`config.mk`:
```
export PLATFORM = sky130hd
export DESIGN_NAME = phy_pwr_ctrl
export DESIGN_NICKNAME = d
export VERILOG_FILES = /design/src/rtl/pwr_pkg.sv /design/src/rtl/pwr_regs.sv /design/src/rtl/pwr_gate_logic.sv /design/src/rtl/pwr_out_reg.sv /design/src/rtl/phy_pwr_ctrl.sv
export SDC_FILE = /design/constraint.sdc
export NUM_CORES = 1
export LEC_CHECK = 0
export ABC_AREA = 1
export BUFFER_PORTS_ARGS = -buffer_cell sky130_fd_sc_hd__buf_2
export CORE_MARGIN = 2
export CORE_UTILIZATION = 35
export DETAILED_ROUTE_END_ITERATION = 8
export PLACE_DENSITY_LB_ADDON = 0.05
export SLEW_MARGIN = 40
export SYNTH_ARGS = -nofsm -noshare
export SYNTH_HDL_FRONTEND = slang
export SYNTH_SLANG_ARGS = --single-unit
export TNS_END_PERCENT = 10
```
`constraint.sdc`:
```
create_clock -name clk -period 1.2 [get_ports clk]
set_input_delay 0.24 -clock clk [delete_from_list [all_inputs] [get_ports clk]]
set_output_delay 0.24 -clock clk [all_outputs]
set_load 0.02 [all_outputs]
```
`src/rtl/pwr_pkg.sv`:
```
package pwr_pkg;
  localparam int ADDR_W   = 5;
  localparam int DATA_W   = 16;
  localparam logic [ADDR_W-1:0] CTRL_ADDR = 5'd0;
  localparam logic [ADDR_W-1:0] MODE_ADDR = 5'd16;
  localparam int PD_BIT   = 11;
  localparam int RXPS_BIT = 0;
  localparam int TXZ_BIT  = 12;
  localparam int N_OUT    = 6;
  // output vector order
  localparam int O_CORE = 0;
  localparam int O_RXP  = 1;
  localparam int O_RXC  = 2;
  localparam int O_TXD  = 3;
  localparam int O_TXC  = 4;
  localparam int O_TXPU = 5;
  localparam logic [N_OUT-1:0] OUT_RST = 6'b000111;

  typedef struct packed {
    logic pd;
    logic rxps;
    logic txz;
  } mode_t;
endpackage

```
`src/rtl/pwr_regs.sv`:
```
module pwr_regs
  import pwr_pkg::*;
#(
  parameter int AW = ADDR_W,
  parameter int DW = DATA_W
) (
  input  logic          clk,
  input  logic          rst,
  input  logic [AW-1:0] addr,
  input  logic [DW-1:0] wdata,
  input  logic          wr,
  output logic [DW-1:0] rdata,
  output mode_t         mode
);
  mode_t         mode_q;
  logic [DW-1:0] rd_mux;

  always_ff @(posedge clk) begin
    if (rst) begin
      mode_q <= '0;
    end else if (wr) begin
      if (addr == CTRL_ADDR) mode_q.pd <= wdata[PD_BIT];
      if (addr == MODE_ADDR) begin
        mode_q.rxps <= wdata[RXPS_BIT];
        mode_q.txz  <= wdata[TXZ_BIT];
      end
    end
  end

  always_comb begin
    rd_mux = '0;
    if (addr == CTRL_ADDR) rd_mux[PD_BIT] = mode_q.pd;
    if (addr == MODE_ADDR) begin
      rd_mux[RXPS_BIT] = mode_q.rxps;
      rd_mux[TXZ_BIT]  = mode_q.txz;
    end
  end

  always_ff @(posedge clk) begin
    if (rst) rdata <= '0;
    else     rdata <= rd_mux;
  end

  assign mode = mode_q;
endmodule

```
`src/rtl/pwr_gate_logic.sv`:
```
module pwr_gate_logic
  import pwr_pkg::*;
#(
  parameter int NO = N_OUT
) (
  input  mode_t         mode,
  input  logic          sig_det,
  input  logic          spd_10,
  output logic [NO-1:0] nxt
);
  logic rx_on;

  always_comb begin
    // receive stays on unless power-down, or 100 Mb/s receive saving with no signal
    rx_on = !mode.pd && (!mode.rxps || spd_10 || sig_det);
    nxt         = '0;
    nxt[O_CORE] = !mode.pd;
    nxt[O_RXP]  = rx_on;
    nxt[O_RXC]  = rx_on;
    nxt[O_TXD]  = mode.txz;
    nxt[O_TXC]  = mode.txz;
    nxt[O_TXPU] = mode.txz;
  end
endmodule

```
`src/rtl/pwr_out_reg.sv`:
```
module pwr_out_reg #(
  parameter int              NO    = 6,
  parameter logic [NO-1:0]   RST_V = '0
) (
  input  logic          clk,
  input  logic          rst,
  input  logic [NO-1:0] d,
  output logic [NO-1:0] q
);
  for (genvar i = 0; i < NO; i++) begin : g_bit
    always_ff @(posedge clk) begin
      if (rst) q[i] <= RST_V[i];
      else     q[i] <= d[i];
    end
  end
endmodule

```
`src/rtl/phy_pwr_ctrl.sv`:
```
module phy_pwr_ctrl
  import pwr_pkg::*;
(
  input  logic              clk,
  input  logic              rst,
  input  logic [ADDR_W-1:0] reg_addr,
  input  logic [DATA_W-1:0] reg_wdata,
  input  logic              reg_wr,
  output logic [DATA_W-1:0] reg_rdata,
  input  logic              sig_det,
  input  logic              spd_10,
  output logic              core_en,
  output logic              rx_pwr_en,
  output logic              rx_clk_en,
  output logic              tx_drv_hiz,
  output logic              tx_clk_hiz,
  output logic              tx_clk_pu
);
  mode_t            mode;
  logic [N_OUT-1:0] ctl_nxt;
  logic [N_OUT-1:0] ctl_q;

  pwr_regs #(.AW(ADDR_W), .DW(DATA_W)) u_regs (
    .clk(clk), .rst(rst), .addr(reg_addr), .wdata(reg_wdata),
    .wr(reg_wr), .rdata(reg_rdata), .mode(mode)
  );

  pwr_gate_logic #(.NO(N_OUT)) u_gate (
    .mode(mode), .sig_det(sig_det), .spd_10(spd_10), .nxt(ctl_nxt)
  );

  pwr_out_reg #(.NO(N_OUT), .RST_V(OUT_RST)) u_oreg (
    .clk(clk), .rst(rst), .d(ctl_nxt), .q(ctl_q)
  );

  assign core_en    = ctl_q[O_CORE];
  assign rx_pwr_en  = ctl_q[O_RXP];
  assign rx_clk_en  = ctl_q[O_RXC];
  assign tx_drv_hiz = ctl_q[O_TXD];
  assign tx_clk_hiz = ctl_q[O_TXC];
  assign tx_clk_pu  = ctl_q[O_TXPU];
endmodule

```
# Word level (Yosys, flattened, before mapping)

Cells that the tools add are included.

Add/sub/neg operators: 0
Multipliers: 0
Div/mod/pow operators: 0
Magnitude comparators: 0
Eq/ne operators: 1
Shift operators: 0
Muxes and demuxes: 0
Bitwise operators: 2
Reductions and logical operators: 10

Operators with widths:

| operator             | count |
|---|---|
| $eq A5 B5 Y1 const B | 1 |
| $logic_not A5 Y1     | 1 |
| $reduce_and A2 Y1    | 2 |
| $reduce_or A2 Y1     | 2 |
| $logic_not A1 Y1     | 2 |
| $logic_or A1 B1 Y1   | 2 |
| $not A1 Y1           | 2 |
| $logic_and A1 B1 Y1  | 1 |

Flip-flop bits (word level): 22
Bits in latches: 0
Memory bits (writable): 0
Memory bits (read-only): 0
Input port bits: 26
Output and inout port bits: 22
Logic and storage cells: 22
Memories: 0

# Logic depth before layout (Yosys ltp)

Depth after elaboration: 4
Depth in mapped cells: 5
Mapped depth without buffers: 5

# By module

A second synthesis with hierarchy kept.

Cell total of the unflattened synthesis: 76
Area total of the unflattened synthesis: 575.6 sq um

Modules (own cells, without submodules):

| module         | times used | cells each | area an instance (sq um) | sequential area each (sq um) |
|---|---|---|---|---|
| pwr_regs       | 1          | 46         | 340.3                    | 120.1 |
| pwr_out_reg    | 1          | 19         | 168.9                    | 120.1 |
| pwr_gate_logic | 1          | 11         | 66.3                     | 0.0 |

# Least setup slack after synthesis

OpenSTA, ideal clock, no wires.

Kind: register -> output
Start: register u_oreg.q[3] (netlist name)
End: output port tx_clk_pu
Arrival: 0.617 ns
Required time: 0.960 ns
Slack: 0.343 ns
Cell stages (with the launch flop): 2
Path buffers: 1
Path through: dfxtp_1 > buf_4

RTL lines:

| item          | RTL line           | RTL |
|---|---|---|
| end, declared | phy_pwr_ctrl.sv:17 | `output logic tx_clk_pu` |

==> summary.md <==
| Metric | Value |
|---|---|
| Outcome | finished, final reports clean |
| Critical Path AT | 0.76 ns |
| Area leader, netlist | dfxtp_1 |
| First-pass GRT wire length | 897 um |
| Top-count cell post-synth | buf_4 |
| Critical path's largest stage delay | around 0.34 ns |
| Die X | 40.4 um |
| WP buf/inv | 1 |
| Crit path max fanout | 3 |
| Clock slew at reported path FFs | around 0.06 ns |
| Layout cells sized above 1 | 0.372 |
| Cell area after synthesis | 463 um2 |
| Total track usage | 0.0935 |
| Io pins | 48 |
| Vias in the first global route | 248 |
| Fin crit period | 0.996 ns |
| Worst hold-check path type | input pin to flop |
| DRT Pass-1 Iters | 4 |
| Reg2reg start | u_regs.mode[1] |
| Async SR Flop Fraction | 0 |
| Synth Flop Type | dfxtp_1 |
| EDFF count, synth | 0 |
| GPL Wtd Cong | 0.688 |
| Top cells by count, synth | 16 x buf_4, 9 x dfxtp_1, 9 x nor2_1 |
| P&R area growth vs syn | 16.2% |
| Htree depth | 1 |
| Total gr overflow | 0 |
| Syn Inst Count | 57 |
| RR Endpoint | u_oreg.q[1] |
| Hold Path Stages | 2 |
| Hold buffers post-CTS | 0 |
| Cell family with most CP delay | flip-flops |
| Initial detailed-routing violation count | 11 |
| Max-slew violations | 0 |
| NumNets Final | 105 |
| Final ANT Viol Nets | 0 |
| Cells after DPL | 89 |
| TritonCTS clock tree | yes |
| Netlist cell types | 13 |
| Synth Area per Inst | between 8 and 9 um2 |
| Unrepaired setup endpoints after global routing | false |
| Worst Hold Endpoint | u_oreg.q[3] |
| Residual DRC count | 0 |
| Max_cap viols | 0 |
| Critical path launch point type | flop |
| Vias | 357 |
| Port Buffers | 21 |
| Routed length per instance | ~7.3 um |
| Final hold vios | 0 |
| Ys Warns | 0 |
| Core Footprint | 1270 um2 |
| Post-synthesis sequential area ratio | 0.389 |
| Initial antenna violation count | 0 |
| Clock latency on the worst-skew pair | about 0.25 ns |
| Kind of critical path | flop to output pin |
| Final setup viols | 0 |
| Die height | 40.4 um |
| LEAKAGE | 0.000291 uW |
| Hold Crit Start | rst |
| Seq cells post-synth | 9 |
| Final worst path period share | 0.830 |
| Antenna cells | 0 |
| Final non-filler cell total | 93 |
| Routed Wire Length | 679 um |
| Power Total | around 610 uW |
| Largest net degree at the start of global routing | 6 |
| Number of gates resized after cts | 0 |
| PD cells | 1130 nW/um2 |
| Routed vias/inst | 3.84 |
| Setup tns final | 0 ns |
| R2r worst-path depth | 3 |
| Max Fclk | 1000 MHz |
| Flop2flop setup slack | 0.51 ns |
| Crit-path cells | buf_2 |
| Post CTS Setup Buffer Count | 0 |
| Clk buf depth | 2 |
| Clk root buf | clkbuf_4 |
| Clk_skew | about 0.0065 ns |
| CTS Buf Count | 3 |
| Die footprint | approximately 1600 um2 |
| Starting density of the core | 0.365 |
| Crit path capture type | output pin |
| CP required | 0.96 ns |
| Main area contributors after synthesis | dfxtp_1 39%, buf_4 26%, nor2_1 7.3% |
| Slowest CP cell | dfxtp_1 |
| Worst vdd ir | 0.585 mV |
| Clk sinks | 9 |
| Dpl hpwl | 581 um |
| Area share of the leading cell type in the synthesized netlist | 0.389 |
| FP Rows | 13 |
## flip-flops by register name, indices dropped and copies added, names as in the netlist
signal / cells
u_regs.mode: 3
u_regs.rdata: 3
u_oreg.q: 3
## worst reg2reg max path, cell delays in order, from the launching register on
cell,delay (ns)
dfxtp_1,0.32
inv_2,0.05
nor3_1,0.12
o21ai_0,0.09
## cell families (layout without fill, tap and decap cells)
kind of cell | Yosys count | count (layout) | share of synthesized area
AND/OR/NAND/NOR | 24 | 24 | 0.284
buffers and inverters | 22 | 31 | 0.308
flip-flops | 9 | 9 | 0.389
other | 1 | 13 | 0.00810
AO/OA/AOI/OAI | 1 | 1 | 0.0108
## worst max path at each step
stage                     endpoint   startpoint  cells past startpoint
floorplan                tx_clk_pu  u_oreg.q[3]                      1
global placement    u_regs.mode[2]  reg_addr[1]                      5
detailed placement  u_regs.mode[2]  reg_addr[1]                      5
CTS                      tx_clk_pu  u_oreg.q[3]                      1
global route            tx_clk_hiz  u_oreg.q[3]                      1
finish                   tx_clk_pu  u_oreg.q[3]                      1
## final cells by class
class | count | area (um2)
fillers | 147 | 731
flip-flops and latches | 9 | 180
inverters | 6 | 22.5
well taps | 15 | 18.8
repair buffers | 21 | 105
multi-input cells | 38 | 185
clock buffers | 4 | 26.3
## layer usage
| metal | wire length [um] | global-route usage |
|---|---|---|
| met5 | 0 | 0 |
| met3 | 83 | 0.0333 |
| met2 | 290 | 0.131 |
| met1 | 292 | 0.0930 |
| met4 | 12 | 0.125 |
## power by group
part | total [uW] | leakage [uW] | switching [uW] | internal [uW]
logic | 83.4 | 0.000204 | 62.3 | 21.1
registers | 302 | 0.0000726 | 0.715 | 301
clock network | 225 | 0.0000150 | 97.0 | 128
## placed cells by master (no fill, tap or decap), types with 2 or more instances in the layout
cell type	Yosys	routed
nand3_1	2	2
clkbuf_4	0	3
nand2_1	6	6
dfxtp_1	9	9
nor2_1	9	9
inv_2	2	2
conb_1	1	13
buf_2	0	21
inv_1	4	4
nor2_4	2	2
nor3_1	3	3
## through the flow
step	utilization	worst slack [ns]	instance area (um2)	hold slack, ns
5_1_grt	0.424	0.154	538	0.201
4_1_cts	0.424	0.192	538	0.189
3_5_place_dp	0.403	0.292	512	0.447
3_3_place_gp	0.403	0.293	512	0.441
6_report	0.424	0.204	538	0.195
2_1_floorplan	-	0.343	508	0.312
(Power assumes the default switching activity.)
